**config.mk**
```make
export PLATFORM = sky130hd
export DESIGN_NAME = shutdown_guard
export DESIGN_NICKNAME = d
export VERILOG_FILES = /design/src/rtl/shg_pkg.sv /design/src/rtl/shg_prescale.sv /design/src/rtl/shg_fault_det.sv /design/src/rtl/shg_pair_cmp.sv /design/src/rtl/shutdown_guard.sv
export SDC_FILE = /design/constraint.sdc
export NUM_CORES = 1
export LEC_CHECK = 0
export BUFFER_PORTS_ARGS = -buffer_cell sky130_fd_sc_hd__buf_2
export CORE_AREA = 5 5 158 99
export CTS_CLUSTER_SIZE = 30
export DETAILED_ROUTE_END_ITERATION = 7
export DIE_AREA = 0 0 163 104
export HOLD_SLACK_MARGIN = 0.1
export PLACE_DENSITY_LB_ADDON = 0.1
export SLEW_MARGIN = 20
export SYNTH_ARGS = -nofsm -noshare
export SYNTH_HDL_FRONTEND = slang
export SYNTH_SLANG_ARGS = --single-unit
```
**constraint.sdc**
```tcl
create_clock -name clk -period 1.64 [get_ports clk]
set_input_delay 0.328 -clock clk [delete_from_list [all_inputs] [get_ports clk]]
set_output_delay 0.328 -clock clk [all_outputs]
set_load 0.01 [all_outputs]
```
**src/rtl/shg_pkg.sv**
```systemverilog
package shg_pkg;

  typedef enum logic [1:0] {
    DET_EDGE  = 2'd0,
    DET_DIV_A = 2'd1,
    DET_DIV_B = 2'd2,
    DET_DIV_C = 2'd3
  } det_mode_e;

  localparam logic [1:0] ADDR_MODE  = 2'd0;
  localparam logic [1:0] ADDR_CTRL  = 2'd1;
  localparam logic [1:0] ADDR_FLAGS = 2'd2;

endpackage

```
**src/rtl/shg_prescale.sv**
```systemverilog
module shg_prescale #(
  parameter int DIV_A = 8,
  parameter int DIV_B = 16,
  parameter int DIV_C = 128
) (
  input  logic clk,
  input  logic rst,
  output logic tick_a,
  output logic tick_b,
  output logic tick_c
);
  localparam int CNT_W = $clog2(DIV_C);
  localparam logic [CNT_W-1:0] MASK_A = CNT_W'(DIV_A - 1);
  localparam logic [CNT_W-1:0] MASK_B = CNT_W'(DIV_B - 1);
  localparam logic [CNT_W-1:0] MASK_C = CNT_W'(DIV_C - 1);

  logic [CNT_W-1:0] cnt;

  always_ff @(posedge clk) begin
    if (rst) cnt <= '0;
    else     cnt <= cnt + CNT_W'(1);
  end

  assign tick_a = (cnt & MASK_A) == MASK_A;
  assign tick_b = (cnt & MASK_B) == MASK_B;
  assign tick_c = (cnt & MASK_C) == MASK_C;

endmodule

```
**src/rtl/shg_fault_det.sv**
```systemverilog
module shg_fault_det
  import shg_pkg::*;
#(
  parameter int RUN_LEN = 16
) (
  input  logic      clk,
  input  logic      rst,
  input  logic      pin_n,
  input  det_mode_e mode,
  input  logic      tick_a,
  input  logic      tick_b,
  input  logic      tick_c,
  output logic      det
);
  localparam int RUN_W = $clog2(RUN_LEN);
  localparam logic [RUN_W-1:0] RUN_MAX = RUN_W'(RUN_LEN - 1);

  logic             sync1, sync2, prev;
  logic [RUN_W-1:0] run;
  logic             sel_tick, edge_hit, lvl_hit;

  always_ff @(posedge clk) begin
    if (rst) begin
      sync1 <= 1'b1;
      sync2 <= 1'b1;
      prev  <= 1'b1;
    end else begin
      sync1 <= pin_n;
      sync2 <= sync1;
      prev  <= sync2;
    end
  end

  always_comb begin
    case (mode)
      DET_DIV_A: sel_tick = tick_a;
      DET_DIV_B: sel_tick = tick_b;
      DET_DIV_C: sel_tick = tick_c;
      default:   sel_tick = 1'b0;
    endcase
  end

  always_ff @(posedge clk) begin
    if (rst || mode == DET_EDGE) begin
      run <= '0;
    end else if (sel_tick) begin
      if (sync2)               run <= '0;
      else if (run != RUN_MAX) run <= run + RUN_W'(1);
    end
  end

  assign edge_hit = (mode == DET_EDGE) && prev && !sync2;
  assign lvl_hit  = (mode != DET_EDGE) && sel_tick && !sync2 && (run == RUN_MAX);
  assign det      = edge_hit || lvl_hit;

  AST_RUN_STEPS_BY_ONE: assert property (@(posedge clk) disable iff (rst)
    run != $past(run) |-> (run == '0) || (run == $past(run) + RUN_W'(1)));

  AST_EDGE_ONE_SHOT: assert property (@(posedge clk) disable iff (rst)
    (mode == DET_EDGE) && det |=> !det);

endmodule

```
**src/rtl/shg_pair_cmp.sv**
```systemverilog
module shg_pair_cmp #(
  parameter int NUM_PAIRS = 3
) (
  input  logic                   clk,
  input  logic                   rst,
  input  logic [2*NUM_PAIRS-1:0] pwm,
  input  logic [NUM_PAIRS-1:0]   pol,
  input  logic                   en,
  output logic                   hit
);
  logic [2*NUM_PAIRS-1:0] pwm_q;
  logic [NUM_PAIRS-1:0]   pair_hit;

  always_ff @(posedge clk) begin
    if (rst) pwm_q <= '0;
    else     pwm_q <= pwm;
  end

  for (genvar k = 0; k < NUM_PAIRS; k++) begin : g_pair
    logic act_lo, act_hi;
    assign act_lo      = pwm_q[2*k]   ~^ pol[k];
    assign act_hi      = pwm_q[2*k+1] ~^ pol[k];
    assign pair_hit[k] = act_lo && act_hi;
  end

  assign hit = en && (|pair_hit);

endmodule

```
**src/rtl/shutdown_guard.sv**
```systemverilog
module shutdown_guard
  import shg_pkg::*;
#(
  parameter int NUM_IN    = 9,
  parameter int NUM_PAIRS = 3,
  parameter int RUN_LEN   = 16,
  parameter int DIV_A     = 8,
  parameter int DIV_B     = 16,
  parameter int DIV_C     = 128,
  parameter int DATA_W    = 32,
  parameter logic [NUM_IN-1:0] GRP_A_MASK = 9'h00F,
  parameter logic [NUM_IN-1:0] GRP_B_MASK = 9'h0F0,
  parameter logic [NUM_IN-1:0] GRP_C_MASK = 9'h100
) (
  input  logic                   clk,
  input  logic                   rst,
  input  logic [NUM_IN-1:0]      fault_n,
  input  logic [2*NUM_PAIRS-1:0] pwm_mon,
  input  logic                   cfg_we,
  input  logic                   cfg_re,
  input  logic [1:0]             cfg_addr,
  input  logic [DATA_W-1:0]      cfg_wdata,
  output logic [DATA_W-1:0]      cfg_rdata,
  output logic                   hiz_hca,
  output logic                   hiz_hcb,
  output logic                   hiz_ch0,
  output logic                   irq_fault,
  output logic                   irq_short
);
  localparam int MODE_W    = 2 * NUM_IN;
  localparam int CTL_IEI   = NUM_IN;
  localparam int CTL_IEC   = NUM_IN + 1;
  localparam int CTL_POL   = NUM_IN + 2;
  localparam int CTL_CMPEN = CTL_POL + NUM_PAIRS;
  localparam int CTL_SWHC  = CTL_CMPEN + 1;
  localparam int CTL_SWCH0 = CTL_SWHC + 1;
  localparam int CTL_W     = CTL_SWCH0 + 1;
  localparam int FLAG_W    = NUM_IN + 1;
  localparam int CMP_BIT   = NUM_IN;

  logic [MODE_W-1:0] mode_q;
  logic [CTL_W-1:0]  ctrl_q;
  logic [FLAG_W-1:0] flags_q, arm_q, set_vec, clr_vec;
  logic [NUM_IN-1:0] det_vec, gated;
  logic              tick_a, tick_b, tick_c, cmp_hit;
  logic              wr_mode, wr_ctrl, wr_flags, rd_flags;
  logic              unused_wbits;

  assign unused_wbits = ^cfg_wdata[DATA_W-1:CTL_W];

  shg_prescale #(.DIV_A(DIV_A), .DIV_B(DIV_B), .DIV_C(DIV_C)) u_pre (
    .clk(clk), .rst(rst), .tick_a(tick_a), .tick_b(tick_b), .tick_c(tick_c)
  );

  for (genvar i = 0; i < NUM_IN; i++) begin : g_in
    shg_fault_det #(.RUN_LEN(RUN_LEN)) u_det (
      .clk(clk), .rst(rst), .pin_n(fault_n[i]),
      .mode(det_mode_e'(mode_q[2*i +: 2])),
      .tick_a(tick_a), .tick_b(tick_b), .tick_c(tick_c),
      .det(det_vec[i])
    );
  end

  shg_pair_cmp #(.NUM_PAIRS(NUM_PAIRS)) u_cmp (
    .clk(clk), .rst(rst), .pwm(pwm_mon),
    .pol(ctrl_q[CTL_POL +: NUM_PAIRS]),
    .en(ctrl_q[CTL_CMPEN]),
    .hit(cmp_hit)
  );

  assign wr_mode  = cfg_we && (cfg_addr == ADDR_MODE);
  assign wr_ctrl  = cfg_we && (cfg_addr == ADDR_CTRL);
  assign wr_flags = cfg_we && (cfg_addr == ADDR_FLAGS);
  assign rd_flags = cfg_re && (cfg_addr == ADDR_FLAGS);

  always_ff @(posedge clk) begin
    if (rst) begin
      mode_q <= '0;
      ctrl_q <= '0;
    end else begin
      if (wr_mode) mode_q <= cfg_wdata[MODE_W-1:0];
      if (wr_ctrl) ctrl_q <= cfg_wdata[CTL_W-1:0];
    end
  end

  // Sticky flags: clear needs a prior read that saw the bit set; set wins.
  assign set_vec = {cmp_hit, det_vec};
  assign clr_vec = wr_flags ? (arm_q & ~cfg_wdata[FLAG_W-1:0]) : '0;

  always_ff @(posedge clk) begin
    if (rst) begin
      flags_q <= '0;
      arm_q   <= '0;
    end else begin
      flags_q <= (flags_q & ~clr_vec) | set_vec;
      if (wr_flags)      arm_q <= '0;
      else if (rd_flags) arm_q <= flags_q;
    end
  end

  assign gated = flags_q[NUM_IN-1:0] & ctrl_q[NUM_IN-1:0];

  always_ff @(posedge clk) begin
    if (rst) begin
      hiz_hca   <= 1'b0;
      hiz_hcb   <= 1'b0;
      hiz_ch0   <= 1'b0;
      irq_fault <= 1'b0;
      irq_short <= 1'b0;
    end else begin
      hiz_hca   <= (|(gated & GRP_A_MASK)) || flags_q[CMP_BIT] || ctrl_q[CTL_SWHC];
      hiz_hcb   <= (|(gated & GRP_B_MASK)) || flags_q[CMP_BIT] || ctrl_q[CTL_SWHC];
      hiz_ch0   <= (|(gated & GRP_C_MASK)) || ctrl_q[CTL_SWCH0];
      irq_fault <= ctrl_q[CTL_IEI] && (|flags_q[NUM_IN-1:0]);
      irq_short <= ctrl_q[CTL_IEC] && flags_q[CMP_BIT];
    end
  end

  always_ff @(posedge clk) begin
    if (rst) begin
      cfg_rdata <= '0;
    end else if (cfg_re) begin
      case (cfg_addr)
        ADDR_MODE:  cfg_rdata <= DATA_W'(mode_q);
        ADDR_CTRL:  cfg_rdata <= DATA_W'(ctrl_q);
        ADDR_FLAGS: cfg_rdata <= DATA_W'(flags_q);
        default:    cfg_rdata <= '0;
      endcase
    end
  end

  AST_GROUP_A_FOLLOWS: assert property (@(posedge clk) disable iff (rst)
    (|(gated & GRP_A_MASK)) |=> hiz_hca);

  AST_SHORT_FORCES_HC: assert property (@(posedge clk) disable iff (rst)
    flags_q[CMP_BIT] |=> hiz_hca && hiz_hcb);

  AST_FLAGS_STICKY: assert property (@(posedge clk) disable iff (rst)
    !wr_flags |=> ((flags_q & $past(flags_q)) == $past(flags_q)));

  AST_SW_CH0_FORCE: assert property (@(posedge clk) disable iff (rst)
    ctrl_q[CTL_SWCH0] |=> hiz_ch0);

  AST_IRQ_FAULT_RAISE: assert property (@(posedge clk) disable iff (rst)
    ctrl_q[CTL_IEI] && (|flags_q[NUM_IN-1:0]) |=> irq_fault);

endmodule

```
Word level (Yosys, flattened, before mapping) --
Cells that the tools add are included.
Storage, ports and cells: bits in registers 168, bits of input ports 53, output and inout port bits 37, logic and storage cells 278
Cells by class: add/subtract/negate cells 10, equal/unequal tests 50, multiplexer cells 29, bitwise operators 12, reduce and logical (&&, ||, !) cells 129
Operators by type and width (count):
- 4-bit two-way mux | 18
- 1-bit logical AND | 55
- 18-bit case mux with 3 select lines | 1
- 4-bit == test (second input constant) | 10
- 2-bit == test (second input constant) | 19
- 4-bit by 1-bit adder with 4-bit output (second input constant) | 9
- 4-bit inequality test (second input constant) | 9
- 2-bit nonzero test | 18
- 1-bit case mux with 3 select lines | 9
- 1-bit logical OR | 23
- 10-bit bitwise AND | 2
- 2-bit by 1-bit == test with 1-bit output (second input constant) | 10
- 2-bit zero test | 10
- 10-bit NOT | 2
- 2-bit AND reduction | 9
- 10-bit two-way mux | 1
- 10-bit bitwise OR | 1
- 9-bit bitwise AND | 1
- 1-bit zero test | 9
- 9-bit OR reduction | 1
- 4-bit OR reduction | 2
- 7-bit by 1-bit adder with 7-bit output (second input constant) | 1
- 7-bit == test (second input constant) | 1
- 1-bit XNOR | 6
- 3 further kinds | 3

Longest topological paths before layout --
word-level depth 7, mapped depth 7, mapped depth without buffers 6

By module --
A second synthesis with hierarchy kept.
Second synthesis, totals: cell total of the unflattened synthesis 837, area, all modules 7632.3 um^2
By module, submodules not included:
- shg_fault_det | instances 9, cells an instance 45, area each 422.9 um^2, seq. area each 140.1 um^2
- shutdown_guard | instances 1, cells an instance 382, area each 3318.2 um^2, seq. area each 1561.5 um^2
- shg_prescale | instances 1, cells an instance 29, area each 297.8 um^2, seq. area each 140.1 um^2
- shg_pair_cmp | instances 1, cells an instance 21, area each 210.2 um^2, seq. area each 120.1 um^2

Worst setup path after synthesis --
Ideal clock, no wire load.
path kind register -> register, from reg u_pre.cnt[0], to reg g_in[5].u_det.run[3], setup time 0.121 ns, arrival time 1.571 ns, required time 1.519 ns, slack -0.051 ns, stages on the path, launching flop included 7, buffers on the path 1, period minus slack after synthesis 1.691 ns, cells stage by stage dfxtp_1 ha_1 buf_2 and4_1 a21boi_0 a2111oi_0 mux2_2
Between the ends: word-level cells in the longest chain between the ends 3, elaborated cells on any way between the ends 5, those cells by class eq/ne: 3; mux: 1; reduce/logical: 1
RTL lines:
- start: declaration | RTL line shg_prescale.sv:17 | logic [CNT_W-1:0] cnt;
- start signal: assignment | RTL line shg_prescale.sv:21 | else cnt <= cnt + CNT_W'(1);
- 7-bit == test, or another cell as far along | RTL line shg_prescale.sv:26 | assign tick_c = (cnt & MASK_C) == MASK_C;
- 1-bit case mux with 3 select lines * | RTL line shg_fault_det.sv:35 | case (mode)
- 2-bit AND reduction (no line) *
- end signal: assignment | RTL line shg_fault_det.sv:48 | else if (run != RUN_MAX) run <= run + RUN_W'(1);
- end: declaration | RTL line shg_fault_det.sv:19 | logic [RUN_W-1:0] run;
Mark *: on every way between the ends. The rest lies on a longest branch, timed or not. A chain may end at the register's enable or synchronous reset.

Final worst setup path --
from reg u_pre.cnt[1], to reg g_in[4].u_det.run[3]
Between the ends: word-level cells in the longest chain between the ends 3, elaborated cells on any way between the ends 5, those cells by class eq/ne: 3; mux: 1; reduce/logical: 1
RTL lines (RTL line):
- 7-bit == test, or another cell as far along | shg_prescale.sv:26
- 1-bit case mux with 3 select lines * | shg_fault_det.sv:35
- 2-bit AND reduction (no line) *
- end signal: assignment | shg_fault_det.sv:48
- end: declaration | shg_fault_det.sv:19
Marked as above.

==> results.json <==
{
  "clock_latency_ns": 0.43,
  "placed_area_sq_um": 7890,
  "cp-start-kind": "flop",
  "firstDrtPassIters": 5,
  "start_util": 0.504,
  "critical_path.startpoint": "u_pre.cnt[1]",
  "wl_mm": 18.9,
  "critical_path_buf_inv_count": 1,
  "worst_pin_slew_ns": 0.547,
  "dp_hpwl_mm": 13.4,
  "design_area_sq_um": 8940,
  "worstHoldPathType": "input pin to flop",
  "hold_viol": 0,
  "gp_congestion": 0.844,
  "ff2ff_setup_slack_ns": 0.03,
  "slew_headroom": 0.635,
  "dieArea_sq_um": 17000,
  "antenna_found_initial": 0,
  "grt_max_degree": 43,
  "critPathArrivalTime_ns": 1.98,
  "fin_util": 0.633,
  "cellPowerDensity_nw_per_um2": 948,
  "syn_inst": 849,
  "p_leak_nw": 3.30,
  "whs_path_depth": 2,
  "crit_path_end_kind": "flop",
  "grt_pass1_wl_mm": 30.6,
  "path_common_cell": "ha_4",
  "async_reset_ff_frac": 0,
  "cts-buffers-inserted": 17,
  "fin_nets": 1013,
  "drc": 0,
  "rsz0062_at_grt": "true",
  "crit_slowest_cell": "a2111oi_2",
  "cts.clk_slew.worst_paths_ns": 0.07,
  "n_antenna_cell": 0,
  "placementRows": 34,
  "cts_max_level": 4,
  "switching_share": 0.257,
  "worstPathCellList": "ha_4 -> ha_4 -> buf_6 -> nand2_1 -> a21oi_2 -> a2111oi_2 -> mux2_2",
  "cts_tree": "yes",
  "worstSetupPathType": "flop to flop",
  "combPwrFrac": 0.070,
  "max_freq_mhz": 621,
  "layout_commonest_cell": "dfxtp_1",
  "routed_via_density": 5.67,
  "dp.cells": 1116,
  "cts.sinks": 154,
  "syn_avg_cell_area_sq_um": 8.38,
  "die_y_um": 104,
  "r2r-start": "u_pre.cnt[1]",
  "p_switching_mw": 2.18,
  "path_max_fanout": 7,
  "numPortBuffers": 61,
  "outcome": "finished clean",
  "worst_path_largest_cell_delay_ns": 0.36,
  "finalClockSkew_ns": 0.0109,
  "max_cap_violations": 0,
  "area_delta_synth_final_pct": 25.6,
  "synth.distinct_cells": 51,
  "num_io_pins": 90,
  "grt-ovfl-total": 0,
  "grt_pass1_vias": 6300,
  "final_cell_mix": "dfxtp_1, nand2_1, a21oi_1",
  "final_cell_count_no_fill": 1160,
  "cp_top_family": "compound AO/OA/AOI/OAI gates",
  "num_vias": 6582,
  "ys.flop_type": "dfxtp_1",
  "antenna_left": 0,
  "min-delay-start": "pwm_mon[3]",
  "cts_root_buf": "clkbuf_16",
  "finalCritPeriodShare": 0.982,
  "reg2reg_to": "g_in[4].u_det.run[3]",
  "yosys_warnings": 0,
  "die-width_um": 163,
  "r2r_cells": 7,
  "groute.usage.overall": 0.218,
  "synth-edff-count": 0,
  "p_seq_frac": 0.466,
  "crit_required_ns": 2.01,
  "coreArea_sq_um": 14100,
  "wire_per_inst_um": 16.3,
  "ys_ff_latch": 154,
  "clkPwrFrac": 0.464,
  "drtIter0Drc": 438,
  "fillers": 1213,
  "setup_viol": 0,
  "seq_area_frac_synth": 0.433,
  "fin_crit_ns": 1.61,
  "hold_end": "u_cmp.pwm_q[3]",
  "ir_drop_v": 0.000563,
  "slew_violations": 0,
  "layout-drive-gt1-share": 0.254,
  "syn_area_sq_um": 7120,
  "cts_buffer_depth": 2,
  "power.internal_mw": 6.30
}
==> area by class of cell <==
type / instances / area (sq um) / area share
clock inverter: 14 / 153 / 0.0171
sequential: 154 / 3090 / 0.346
timing repair buffer: 124 / 895 / 0.100
inverter: 30 / 113 / 0.0126
tap: 198 / 248 / 0.0277
clock buffer: 18 / 439 / 0.0491
multi-input combinational: 622 / 4000 / 0.448
==> power groups by stage <==
stage               clock network (mW)  logic (mW)  registers, mW
finish                            3.93       0.596           3.94
global route                      4.16       0.653           3.96
CTS                               4.01       0.578           3.94
detailed placement                   0       0.545           4.02
global placement                     0       0.534           4.01
floorplan                            0       0.345           4.00
==> how the worst max path moves through the flow <==
stage                                      end  slack, ns  depth (start not counted)
after floorplan           g_in[5].u_det.run[3]      0.005                          6
after detailed placement  g_in[0].u_det.run[3]      -0.23                          7
after global placement    g_in[0].u_det.run[3]      -0.13                          7
after CTS                 g_in[4].u_det.run[3]     0.0001                          7
after global routing      g_in[4].u_det.run[3]      -0.05                          7
final                     g_in[4].u_det.run[3]       0.03                          7
==> flip-flops by register name, indices dropped and copies added (netlist names), 7 cells and up <==
signal            count
flags_q              10
g_in.u_det.prev       9
ctrl_q               17
u_pre.cnt             7
mode_q               18
cfg_rdata            18
g_in.u_det.run       36
g_in.u_det.sync2      9
g_in.u_det.sync1      9
arm_q                10
==> worst reg2reg max path: stages (launching register included) <==
cell and delay, ns:
dfxtp_2 0.33, ha_4 0.18, ha_4 0.18, buf_6 0.14, nand2_1 0.08, a21oi_2 0.09, a2111oi_2 0.36, mux2_2 0.21
==> synthesized netlist by cell type (8+ instances only) <==
cell / count / share of area
dfxtp_1: 154 / 0.43
nand2_1: 120 / 0.063
a21oi_1: 93 / 0.065
nor2_1: 57 / 0.030
nand3_1: 42 / 0.030
o21ai_0: 34 / 0.024
inv_1: 30 / 0.016
clkbuf_1: 29 / 0.015
or2_2: 29 / 0.025
a211oi_1: 22 / 0.023
mux2i_1: 21 / 0.030
nor2b_1: 17 / 0.015
a211o_1: 15 / 0.018
nand2b_1: 15 / 0.013
buf_4: 14 / 0.015
a31oi_1: 11 / 0.0097
ha_1: 11 / 0.019
a2111o_1: 10 / 0.016
a21o_1: 9 / 0.0095
nand3b_1: 9 / 0.0095
o2111ai_1: 9 / 0.011
a2111oi_0: 8 / 0.0098
mux2_2: 8 / 0.013
==> what timing repair did <==
item                       in CTS  in global routing
pin swaps                       9                 27
setup endpoints to repair      39                 32
hold endpoints to repair       10                  0
setup buffers                   0                  2
hold buffers                   10                  0
gates resized for setup        34                 56
==> stage by stage <==
stage,total power [mW],worst slack (ns),setup TNS (ns),hold slack (ns)
after floorplan,4.35,0.00524,0,0.389
after global placement,4.55,-0.132,-1.63,0.392
after detailed placement,4.56,-0.233,-3.75,0.397
after CTS,8.52,0.000135,0,0.102
after global routing,8.77,-0.0509,-0.403,0.119
final,8.47,0.0289,0,0.109
==> per-layer routing <==
metal | vias to the layer above | part of all wire | track usage
met5 | - | 0 | 0
met4 | 0 | 0.0081 | 0.0652
met3 | 17 | 0.058 | 0.0543
met2 | 216 | 0.48 | 0.352
met1 | 3149 | 0.46 | 0.288
li1 | 3200 | - | -
==> kinds of logic (layout without fill, tap and decap cells) <==
kind of cell               Yosys count  in the layout  share of synthesized area
muxes                               29             29                     0.0422
AOI/OAI and AO/OA                  230            230                      0.211
and+or+nand+nor                    334            334                      0.234
buffers and inverters               86            186                     0.0549
xor gates and xnor gates             4              4                    0.00492
other                                1             14                   0.000527
DFF                                154            154                      0.433
adders and majority gates           11             11                     0.0193
(Power assumes the default switching activity.)
